### src/rtl/oe_cut_pkg.sv
package oe_cut_pkg;

  // Strobes from control to the counter datapath
  typedef struct packed {
    logic clearCnt;  // a delayed phase edge was seen this cycle
    logic stepCnt;   // advance the count by one
  } cntStrobe_t;

endpackage

### src/rtl/oe_cut_dpath.sv
module oe_cut_dpath
  import oe_cut_pkg::*;
#(
  parameter int CNT_W  = 6,
  parameter int CUTOFF = 22
) (
  input  logic             clk,
  input  logic             rstN,
  input  cntStrobe_t       strobe,
  output logic [CNT_W-1:0] phaseCount,
  output logic             atCutoff,
  output logic             atMax
);

  localparam logic [CNT_W-1:0] CNT_MAX   = {CNT_W{1'b1}};
  localparam logic [CNT_W-1:0] CUT_VALUE = CNT_W'(CUTOFF);

  always_ff @(posedge clk) begin
    if (!rstN) begin
      phaseCount <= '0;
    end else if (strobe.clearCnt) begin
      phaseCount <= '0;
    end else if (strobe.stepCnt) begin
      phaseCount <= phaseCount + 1'b1;
    end
  end

  assign atCutoff = (phaseCount >= CUT_VALUE);
  assign atMax    = (phaseCount == CNT_MAX);

  // an edge strobe from control leaves a zero count behind it
  p_clear_on_edge_r3: assert property (@(posedge clk) disable iff (!rstN)
    strobe.clearCnt |=> (phaseCount == '0));

  // without an edge the count advances by exactly one below the ceiling
  p_step_by_one_r3: assert property (@(posedge clk) disable iff (!rstN)
    (!strobe.clearCnt && (phaseCount != CNT_MAX)) |=> (phaseCount == $past(phaseCount) + 1'b1));

  // at the ceiling the count holds instead of wrapping
  p_no_wrap_r6: assert property (@(posedge clk) disable iff (!rstN)
    (!strobe.clearCnt && (phaseCount == CNT_MAX)) |=> (phaseCount == CNT_MAX));

endmodule

### src/rtl/oe_cut_ctrl.sv
module oe_cut_ctrl
  import oe_cut_pkg::*;
(
  input  logic       clk,
  input  logic       rstN,
  input  logic       phaseDly,
  input  logic       cardReadEn,
  input  logic       busDataEn,
  input  logic       atCutoff,
  input  logic       atMax,
  output cntStrobe_t strobe,
  output logic       dataOeN,
  output logic       cutoffHit
);

  logic phasePrev;
  logic edgeSeen;
  logic driveWanted;
  logic overrideNow;
  logic overridePrev;

  // Edge detection on the already-synchronized phase
  always_ff @(posedge clk) begin
    if (!rstN) phasePrev <= 1'b0;
    else       phasePrev <= phaseDly;
  end

  assign edgeSeen        = phaseDly ^ phasePrev;
  assign strobe.clearCnt = edgeSeen;
  assign strobe.stepCnt  = !edgeSeen && !atMax;

  // Enable gating: gates only, so the release is never held back a cycle
  assign driveWanted = cardReadEn & busDataEn & rstN;
  assign dataOeN     = ~(driveWanted & ~atCutoff);
  assign overrideNow = driveWanted & atCutoff;

  // Debug pulse on the first override of a run
  always_ff @(posedge clk) begin
    if (!rstN) begin
      overridePrev <= 1'b0;
      cutoffHit    <= 1'b0;
    end else begin
      overridePrev <= overrideNow;
      cutoffHit    <= overrideNow & ~overridePrev;
    end
  end

  // the pulse lasts a single cycle while an override run continues
  p_hit_single_r8: assert property (@(posedge clk) disable iff (!rstN)
    (cutoffHit && $past(cutoffHit) == 1'b0 && overrideNow) |=> !cutoffHit);

  // a pulse is caused by a request met at or past the cutoff
  p_hit_cause_r8: assert property (@(posedge clk) disable iff (!rstN)
    $rose(cutoffHit) |-> $past(cardReadEn && busDataEn && atCutoff));

  // with output globally disabled no pulse is produced
  p_no_hit_when_off_r10: assert property (@(posedge clk) disable iff (!rstN)
    !busDataEn |=> !cutoffHit);

endmodule

### src/rtl/bus_oe_cutoff.sv
module bus_oe_cutoff
  import oe_cut_pkg::*;
#(
  parameter int PHASE_COUNT = 26,
  parameter int CDC_DELAY   = 6,
  parameter int OE_MARGIN   = 2,
  parameter int WR_DONE_CNT = 13,
  parameter int CNT_W       = 6
) (
  input  logic clk,
  input  logic rstN,
  input  logic phaseDly,
  input  logic cardReadEn,
  input  logic busDataEn,
  output logic dataOeN,
  output logic cutoffHit
);

  localparam int EDGE_EST   = PHASE_COUNT - CDC_DELAY;
  localparam int CUTOFF_CNT = EDGE_EST + OE_MARGIN;
  localparam int CNT_CEIL   = (1 << CNT_W) - 1;

  // elaboration-time parameter screening
  generate
    if (CUTOFF_CNT <= WR_DONE_CNT) begin : g_bad_cutoff
      $error("cutoff %0d does not clear write capture end %0d", CUTOFF_CNT, WR_DONE_CNT);
    end
    if (CUTOFF_CNT > CNT_CEIL) begin : g_bad_width
      $error("cutoff %0d exceeds counter ceiling %0d", CUTOFF_CNT, CNT_CEIL);
    end
    if (CDC_DELAY >= PHASE_COUNT) begin : g_bad_delay
      $error("delay %0d not below phase length %0d", CDC_DELAY, PHASE_COUNT);
    end
  endgenerate

  cntStrobe_t       strobe;
  logic [CNT_W-1:0] phaseCount;
  logic             atCutoff;
  logic             atMax;

  oe_cut_ctrl u_ctrl (
    .clk        (clk),
    .rstN       (rstN),
    .phaseDly   (phaseDly),
    .cardReadEn (cardReadEn),
    .busDataEn  (busDataEn),
    .atCutoff   (atCutoff),
    .atMax      (atMax),
    .strobe     (strobe),
    .dataOeN    (dataOeN),
    .cutoffHit  (cutoffHit)
  );

  oe_cut_dpath #(
    .CNT_W  (CNT_W),
    .CUTOFF (CUTOFF_CNT)
  ) u_dpath (
    .clk        (clk),
    .rstN       (rstN),
    .strobe     (strobe),
    .phaseCount (phaseCount),
    .atCutoff   (atCutoff),
    .atMax      (atMax)
  );

  // the drivers are only ever enabled below the cutoff count
  p_drive_below_cutoff_r1: assert property (@(posedge clk) disable iff (!rstN)
    !dataOeN |-> (int'(phaseCount) < CUTOFF_CNT));

  // a held request is released on the cycle the count reaches the cutoff
  p_release_at_cutoff_r4: assert property (@(posedge clk) disable iff (!rstN)
    (int'(phaseCount) == CUTOFF_CNT - 1 && !strobe.clearCnt) |=> dataOeN);

  // a drive requested inside the capture window is honoured
  p_capture_window_r9: assert property (@(posedge clk) disable iff (!rstN)
    (cardReadEn && busDataEn && int'(phaseCount) <= WR_DONE_CNT) |-> !dataOeN);

endmodule

### config.mk
export PLATFORM = sky130hd
export DESIGN_NAME = bus_oe_cutoff
export DESIGN_NICKNAME = d
export VERILOG_FILES = /design/src/rtl/oe_cut_pkg.sv /design/src/rtl/oe_cut_dpath.sv /design/src/rtl/oe_cut_ctrl.sv /design/src/rtl/bus_oe_cutoff.sv
export SDC_FILE = /design/constraint.sdc
export NUM_CORES = 1
export LEC_CHECK = 0
export ABC_AREA = 1
export BUFFER_PORTS_ARGS = -buffer_cell sky130_fd_sc_hd__buf_2
export CORE_AREA = 2 2 39 41
export DETAILED_ROUTE_END_ITERATION = 8
export DIE_AREA = 0 0 41 43
export PLACE_DENSITY = 0.51
export SYNTH_ARGS = -nofsm -noshare
export SYNTH_HDL_FRONTEND = slang
export SYNTH_HIERARCHICAL = 1
export SYNTH_SLANG_ARGS = --single-unit
### constraint.sdc
create_clock -name clk -period 1.6 [get_ports clk]
set_input_delay 0.16 -clock clk [delete_from_list [all_inputs] [get_ports clk]]
set_output_delay 0.16 -clock clk [all_outputs]
set_load 0.01 [all_outputs]
### After elaboration in Yosys (flattened, before gate mapping)

Index checks and enable logic that the tools add are counted.

* add/subtract/negate cells: 1
* $lt $le $gt $ge: 1
* equality and inequality tests: 1
* bitwise logic cells: 10
* reductions and logical operators: 4

Operator list (number)
* $add A6 B1 Y6 const B: 1
* $eq A6 B6 Y1 const B: 1
* $ge A6 B5 Y1 const B: 1
* $and A1 B1 Y1: 5
* $not A1 Y1: 4
* $logic_not A1 Y1: 2
* $reduce_or A2 Y1: 1
* $logic_and A1 B1 Y1: 1
* $xor A1 B1 Y1: 1

* register bits after elaboration: 9
* input port bits: 5
* output and inout bits: 2

### Logic depth before layout (Yosys ltp)

Gate-level depths: netlist of run 1.

* depth after elaboration: 4
* gate-level depth with buffers: 9
* depth with buffers taken out: 9

### By module

Netlist of run 1, hierarchy kept.

Modules (own cells, without submodules)
* oe_cut_dpath: times used 1, cells each 45, area an instance 322.8 um^2, seq. area each 120.1 um^2
* oe_cut_ctrl: times used 1, cells each 16, area an instance 122.6 um^2, seq. area each 60.1 um^2

### Worst setup path after synthesis of run 1

No wires, ideal clock.

* path kind: flip-flop to flip-flop
* start point: reg u_dpath.phaseCount[1]
* end point: reg u_dpath.phaseCount[4]
* arrival: 1.189 ns
* required time: 1.486 ns
* slack: 0.297 ns
* stages on the path, launching flop included: 10
* path buffers: 0
* clock period less this slack: 1.303 ns
* path through: dfxtp_1 -> ha_1 -> nand3_1 -> nor2_1 -> nor2_2 -> nand2_2 -> nor2_4 -> nand2_1 -> nand2_1 -> nor2_2

RTL lines
* start, declared: RTL line oe_cut_dpath.sv:10 `output logic [CNT_W-1:0] phaseCount,`
* start signal, assigned: RTL line oe_cut_dpath.sv:24 `phaseCount <= phaseCount + 1'b1;`

==> run summary, run 1 <==
Post-Route WL - 746 um
Mapped Cells - 61
final net count - 78
initial DRC count - 9
RSZ-0062 raised after global routing - false
post-CTS setup buffer count - 0
Die H - 43 um
Max VDD drop - 349 uV
Core ar. - 0.00138 sq mm
HP Class - input pin to flip-flop
DRC - 0
RR Startpoint - u_dpath/phaseCount[1]$_SDFFE_PP0P_
Die Wd - 41 um
Yosys reg bits - 9
DR WL/cell - 8.67 um
CTS root buf - clkbuf_4
final setup TNS - 0 ns
initial antenna violation count - 0
kind of critical path - flip-flop to flip-flop
Vias - 379
worst path required time - 1.75 ns
largest net degree at the start of global routing - 7
Tmin final - 1.47 ns
Max FO, Critical Path - 6
hold endpoint - u_ctrl/phasePrev$_SDFF_PN0_
RR Endpoint - u_dpath/phaseCount[4]$_SDFFE_PP0P_
period utilisation layout - 0.916
final std cells w/o fill - 86
Worst-Skew Late Latency - 0.25 ns
most frequent cells in the layout - 11 x nand2_1, 9 x dfxtp_1, 8 x nor2_1
Core Rows - 14
mean post-synth cell area - 7.30 sq um
layout cells sized above 1 - 0.271
Yosys cell types - 14
IO Pins - 7
Final Cell Area - 514 sq um
grt ovf - 0
Final HPWL DP - 604 um
cell count after placement - 82
CTS Buf Count - 3
global-route wire length before repair - 1.18 mm
vias in the first global route - 304
reg2reg path depth - 9
WP data arrival - 1.61 ns
Setup crit start kind - flip-flop
PwrDens - 851 mW/mm^2
post-route setup slack - 0.134 ns
Slew Viols, Final - 0
most common cell after layout, fill and taps aside - nand2_1
Port-buffer cells - 6
CTS tree - built
Seq/Total Area, Yosys - 0.404
Layout area overhead - 15.4%
Mapped Area - 445 sq um
Final Util - 0.372
Initial Util - 0.322
Leak - 0.230 nW
Hold Path Depth - 3
Final Power - 438 uW
Die ar. - 0.00176 sq mm
Worst Setup SP - u_dpath/phaseCount[1]$_SDFFE_PP0P_
CTS max path bufs - 2
fmax - 682 MHz
Antenna diodes - 0
GRT Overall Usage - 0.0976
ANT nets after route - 0
Final setup viols - 0
Worst Skew - 0.000412 ns
Slew HR - 0.809
busiest grt layer - met1
via/cell ratio - 4.41
Clock Sinks - 9
status - completed
post-synth net total - 68
pre-CTS WS - 0.132 ns
GR Util met1 - 0.139
met2 usage - 0.131
1st-pass router iterations - 4
synth warn - 6
Hold Startpoint - phaseDly
htree depth - 1
RD Place Congestion - 0.728
Min Hold Slack - 0.118 ns
critical path capture point type - flip-flop
routing usage on met3 - 0.0314
Reg2Reg Setup Slack - 0.13 ns
Area after DPL - 488 sq um
max-cap viol count - 0
CTS clk-pin slew, worst paths - 0.06 ns
Fin. Hold Viols - 0
Worst Max-Slew Pin Slew - 0.286 ns
==> layer usage <==
| metal | vias up | part of all wire |
|---|---|---|
| met1 | 158 | 0.49 |
| met2 | 12 | 0.43 |
| met4 | 0 | 0 |
| met3 | 0 | 0.079 |
| met5 | - | 0 |
| li1 | 209 | - |
==> power by group <==
part | leakage, nW | switching [mW] | internal, mW | total [mW]
Clock | 0.0150 | 0.0741 | 0.0958 | 0.170
Sequential | 0.0730 | 0.00328 | 0.228 | 0.231
Combinational | 0.142 | 0.0232 | 0.0131 | 0.0363
Total | 0.230 | 0.101 | 0.337 | 0.438
==> logic make-up after synthesis <==
| kind of cell | synth area share |
|---|---|
| AND/OR/NAND/NOR | 0.357 |
| buffers and inverters | 0.0927 |
| flip-flops | 0.404 |
| AO/OA/AOI/OAI | 0.0899 |
| adder cells (fa/ha/maj) | 0.0562 |
==> registers in the layout (all words and copies together) (netlist names) <==
name	cells
u_dpath/phaseCount	6
u_ctrl/cutoffHit	1
u_ctrl/phasePrev	1
u_ctrl/overridePrev	1
==> cell type report <==
type | instances | area, sq um
timing repair buffer | 6 | 30.0
inverter | 9 | 33.8
clock buffer | 4 | 26.3
tap | 16 | 20.0
fill | 155 | 870
multi-input combinational | 42 | 224
sequential | 9 | 180
==> worst max path at each step <==
stage | slack (ns) | cells after the start | to
final | 0.13 | 9 | u_dpath/phaseCount[4]$_SDFFE_PP0P_
after global placement | 0.15 | 9 | u_dpath/phaseCount[4]$_SDFFE_PP0P_
after floorplan | 0.30 | 9 | u_dpath/phaseCount[4]$_SDFFE_PP0P_
after global routing | 0.02 | 9 | u_dpath/phaseCount[4]$_SDFFE_PP0P_
after detailed placement | 0.13 | 9 | u_dpath/phaseCount[4]$_SDFFE_PP0P_
after CTS | 0.03 | 7 | dataOeN
==> cell usage after synthesis <==
cell / n / share of area
a21oi_1: 5 / 0.056
buf_4: 1 / 0.017
dfxtp_1: 9 / 0.40
ha_1: 2 / 0.056
inv_1: 8 / 0.067
inv_2: 1 / 0.0084
nand2_1: 11 / 0.093
nand2_2: 1 / 0.014
nand3_1: 3 / 0.034
nand4_1: 2 / 0.028
nor2_1: 8 / 0.067
nor2_2: 5 / 0.070
nor2_4: 2 / 0.051
o21ai_0: 3 / 0.034
==> critical path, stage by stage, from the launching register on <==
cell     delay, ns
dfxtp_1       0.35
ha_1          0.23
nand3_1       0.09
nor2_1        0.05
nor2_2        0.26
nand2_2       0.12
nor2_4        0.11
nand2_1       0.06
nand2_1       0.06
nor2_2        0.04
==> timing repair <==
item | in CTS | in global routing
resized for setup | 0 | 2
hold buffers | 0 | 0
endpoints found under the setup margin | 0 | 1
(Power assumes the default switching activity.)
==> run 2: changes to the inputs <==
Clock period 1.6 ns to 1.7 ns, I/O delays scaled along.
==> run 2 against run 1 <==
Critical path depth fell by 2. Clock skew rose by 0.0042 ns. Via count fell by 2.4%.
==> run summary, run 2 (same netlist as run 1, synthesis figures left out) <==
post-route setup slack - 0.148 ns
Area after DPL - 488 sq um
slowest CP cell - dfxtp_1
CTS clk-pin slew, worst paths - 0.06 ns
Reg2Reg Setup Slack - 0.28 ns
Worst Max-Slew Pin Slew - 0.262 ns
htree depth - 1
PwrDens - 808 mW/mm^2
reg2reg path depth - 9
RSZ-0062 raised after global routing - false
Port-buffer cells - 6
Min Hold Slack - 0.120 ns
Hold Startpoint - phaseDly
max reg flops - 6
final net count - 78
Max VDD drop - 618 uV
post-CTS setup buffer count - 0
HP Class - input pin to flip-flop
Layout area overhead - 15.4%
Vias - 370
fmax - 644 MHz
RR Startpoint - u_dpath/phaseCount[1]$_SDFFE_PP0P_
CTS max path bufs - 2
kind of critical path - flip-flop to output pin
Antenna diodes - 0
Setup crit start kind - flip-flop
WP data arrival - 1.38 ns
max incr delay on CP - 0.31 ns
DRC - 0
CTS root buf - clkbuf_4
1st-pass router iterations - 4
GRT Overall Usage - 0.106
CP top delay family - buffers and inverters
largest reg by FF count - u_dpath/phaseCount
Slew HR - 0.825
Leak - 0.230 nW
Worst-Skew Late Latency - 0.26 ns
Post-Route WL - 759 um
Hold Path Depth - 3
Final Cell Area - 514 sq um
most frequent cells in the layout - 11 x nand2_1, 9 x dfxtp_1, 8 x inv_1, 8 x nor2_1, 6 x buf_2
Core ar. - 0.00138 sq mm
initial DRC count - 5
Die ar. - 0.00176 sq mm
Clock Sinks - 9
Max FO, Critical Path - 4
Final Power - 415 uW
Core Rows - 14
hold buffers post-CTS - 0
worst path required time - 1.53 ns
number of fill cells - 150
Die Wd - 41 um
initial antenna violation count - 0
global-route wire length before repair - 1.20 mm
Most Frequent Cell on Critical Path - inv_1
largest net degree at the start of global routing - 7
Die H - 43 um
IO Pins - 7
Final HPWL DP - 584 um
period utilisation layout - 0.913
Post-CTS Resized - 0
Final setup viols - 0
grt ovf - 0
final setup TNS - 0 ns
ANT nets after route - 0
hold endpoint - u_ctrl/phasePrev$_SDFF_PN0_
max-cap viol count - 0
critical path capture point type - output pin
Worst Skew - 0.00462 ns
via/cell ratio - 4.30
RR Endpoint - u_dpath/phaseCount[4]$_SDFFE_PP0P_
status - completed
RD Place Congestion - 0.717
pre-CTS WS - 0.276 ns
CP Cell Sequence - inv_1 > ha_1 > nor2_1 > o21ai_0 > inv_1 > nand4_1 > buf_2
DR WL/cell - 8.83 um
CP bufs+invs - 3
Slew Viols, Final - 0
Tmin final - 1.55 ns
Fin. Hold Viols - 0
vias in the first global route - 311
most common cell after layout, fill and taps aside - nand2_1
layout cells sized above 1 - 0.257
CTS tree - built
Initial Util - 0.322
CTS Buf Count - 3
==> run 2: cell count changes in the layout (fill, tap and decap cells not counted) <==
cell	change
o21ai_1	-1
inv_2	-1
inv_1	+1
o21ai_0	+1
==> run 2: area by class of cell <==
class / instances / area, sq um / area share
Multi-Input combinational cell: 42 / 224 / 0.436
Sequential cell: 9 / 180 / 0.350
Inverter: 9 / 33.8 / 0.0657
Timing Repair Buffer: 6 / 30.0 / 0.0584
Clock buffer: 4 / 26.3 / 0.0511
Tap cell: 16 / 20.0 / 0.0389
==> run 2: worst max-delay path by stage <==
stage | endpoint | slack, ns | cells past startpoint | start
6_report | dataOeN | 0.15 | 7 | u_dpath/phaseCount[0]$_SDFFE_PP0P_
5_1_grt | dataOeN | 0.001 | 7 | u_dpath/phaseCount[0]$_SDFFE_PP0P_
4_1_cts | dataOeN | 0.11 | 7 | u_dpath/phaseCount[0]$_SDFFE_PP0P_
3_5_place_dp | u_dpath/phaseCount[4]$_SDFFE_PP0P_ | 0.28 | 9 | u_dpath/phaseCount[1]$_SDFFE_PP0P_
3_3_place_gp | u_dpath/phaseCount[4]$_SDFFE_PP0P_ | 0.30 | 9 | u_dpath/phaseCount[1]$_SDFFE_PP0P_
2_1_floorplan | u_dpath/phaseCount[4]$_SDFFE_PP0P_ | 0.40 | 9 | u_dpath/phaseCount[1]$_SDFFE_PP0P_
==> run 2: layer usage <==
metal / up-vias / part of all wire / track usage
li1: 209 / - / -
met1: 151 / 0.48 / 0.119
met2: 10 / 0.43 / 0.147
met3: 0 / 0.083 / 0.0785
met4: 0 / 0 / 0.0400
met5: - / 0 / 0
==> run 2: metrics by stage <==
stage,util,std cells
after floorplan,-,61
after global placement,0.353,82
after detailed placement,0.353,82
after CTS,0.372,86
after global routing,0.372,86
final,0.372,86
==> run 2: worst reg2reg max path: cells and delay by family, from the launching register on <==
kind | cells | cell delay [ns]
fa+ha+maj | 1 | 0.22
simple gates | 8 | 0.77
flops | 1 | 0.34
==> run 2: power breakdown <==
part | internal (mW) | switching, mW | leakage, nW
Sequential | 0.215 | 0.00266 | 0.0730
Clock | 0.0904 | 0.0735 | 0.0150
Combinational | 0.0123 | 0.0218 | 0.142
Total | 0.317 | 0.0980 | 0.230
==> run 3: changes to the inputs <==
Settings changed: PLACE_DENSITY 0.51 to not set.
==> run 3 against run 2 <==
Setup slack got worse by 0.010 ns. Largest cell class unchanged. Cell count stayed put. Power about the same. Critical endpoint unchanged. Hold slack got worse by 0.0011 ns. Non-clock buffer count unchanged. Sequential cell count unchanged. Global-route usage rose by 0.21 points. Combinational power is 2% lower. Register-to-register slack lost 0.02 ns.
==> run summary, run 3 (same netlist as run 1, synthesis figures left out) <==
Final Power - 416 uW
reg2reg path depth - 9
Hold Startpoint - phaseDly
number of fill cells - 150
Final setup viols - 0
hold buffers post-CTS - 0
Final Util - 0.373
final setup TNS - 0 ns
Max FO, Critical Path - 4
Final HPWL DP - 563 um
GRT Overall Usage - 0.108
DRC - 0
final net count - 78
Layout area overhead - 15.7%
Vias - 395
Slew Viols, Final - 0
most common cell after layout, fill and taps aside - nand2_1
Worst-Skew Late Latency - 0.26 ns
critical path capture point type - output pin
Slew HR - 0.823
max-cap viol count - 0
worst path required time - 1.53 ns
Die Wd - 41 um
RR Startpoint - u_dpath/phaseCount[1]$_SDFFE_PP0P_
post-CTS setup buffer count - 0
hold endpoint - u_ctrl/phasePrev$_SDFF_PN0_
max reg flops - 6
WP data arrival - 1.39 ns
CTS root buf - clkbuf_4
1st-pass router iterations - 2
DR WL/cell - 8.07 um
CTS clk-pin slew, worst paths - 0.06 ns
Die H - 43 um
initial antenna violation count - 0
RR Endpoint - u_dpath/phaseCount[4]$_SDFFE_PP0P_
initial DRC count - 14
cell count after placement - 82
layout cells sized above 1 - 0.271
Clock Sinks - 9
pre-CTS WS - 0.271 ns
status - completed
Die ar. - 0.00176 sq mm
Reg2Reg Setup Slack - 0.26 ns
Max VDD drop - 363 uV
HP Class - input pin to flip-flop
RSZ-0062 raised after global routing - false
Area after DPL - 488 sq um
Fin. Hold Viols - 0
Tmin final - 1.56 ns
RD Place Congestion - 0.686
Leak - 0.233 nW
Antenna diodes - 0
grt ovf - 0
Initial Util - 0.322
ANT nets after route - 0
Core ar. - 0.00138 sq mm
Worst Max-Slew Pin Slew - 0.265 ns
Worst Setup SP - u_dpath/phaseCount[0]$_SDFFE_PP0P_
fmax - 640 MHz
CTS max path bufs - 2
CTS tree - built
most frequent cells in the layout - 11 x nand2_1, 9 x dfxtp_1, 8 x inv_1, 8 x nor2_1, 6 x buf_2
PwrDens - 807 mW/mm^2
Core Rows - 14
global-route wire length before repair - 1.19 mm
vias in the first global route - 324
Setup crit start kind - flip-flop
CTS Buf Count - 3
htree depth - 1
Port-buffer cells - 6
Post-Route WL - 694 um
Final Cell Area - 515 sq um
post-route setup slack - 0.138 ns
Post-CTS Resized - 0
Hold Path Depth - 3
largest reg by FF count - u_dpath/phaseCount
via/cell ratio - 4.59
period utilisation layout - 0.919
Min Hold Slack - 0.119 ns
kind of critical path - flip-flop to output pin
IO Pins - 7
largest net degree at the start of global routing - 7
final std cells w/o fill - 86
Worst Skew - 0.00454 ns
==> run 3: final cells by class <==
type	count	area (sq um)	share of cell area
Sequential cell	9	180	0.350
Multi-Input combinational cell	42	224	0.434
Inverter	9	33.8	0.0655
Timing Repair Buffer	6	30.0	0.0583
Clock buffer	3	22.5	0.0437
Tap cell	16	20.0	0.0388
Clock inverter	1	5.00	0.00971
==> run 3: worst max path at each step <==
stage                                         endpoint  depth (start not counted)
finish                                         dataOeN                          7
global route                                   dataOeN                          7
CTS                                            dataOeN                          7
detailed placement  u_dpath/phaseCount[4]$_SDFFE_PP0P_                          9
global placement    u_dpath/phaseCount[4]$_SDFFE_PP0P_                          9
floorplan           u_dpath/phaseCount[4]$_SDFFE_PP0P_                          9
==> run 3: metal layers <==
| metal | global-route usage | wire [um] | vias to the layer above |
|---|---|---|---|
| li1 | - | - | 209 |
| met1 | 0.110 | 320 | 171 |
| met2 | 0.153 | 300 | 10 |
| met3 | 0.0785 | 59 | 5 |
| met4 | 0.0600 | 12 | 0 |
| met5 | 0 | 0 | - |
==> run 3: worst max-delay path, stage by stage, from the launching register on <==
cell,delay [ns]
dfxtp_1,0.31
inv_1,0.14
ha_1,0.17
nor2_1,0.04
o21ai_0,0.22
inv_1,0.07
nand4_1,0.06
buf_2,0.12
==> run 3: where the power goes <==
| group | switching, mW | internal (mW) | total (mW) |
|---|---|---|---|
| combinational | 0.0212 | 0.0123 | 0.0335 |
| clock | 0.0780 | 0.0869 | 0.165 |
| sequential | 0.00279 | 0.215 | 0.218 |
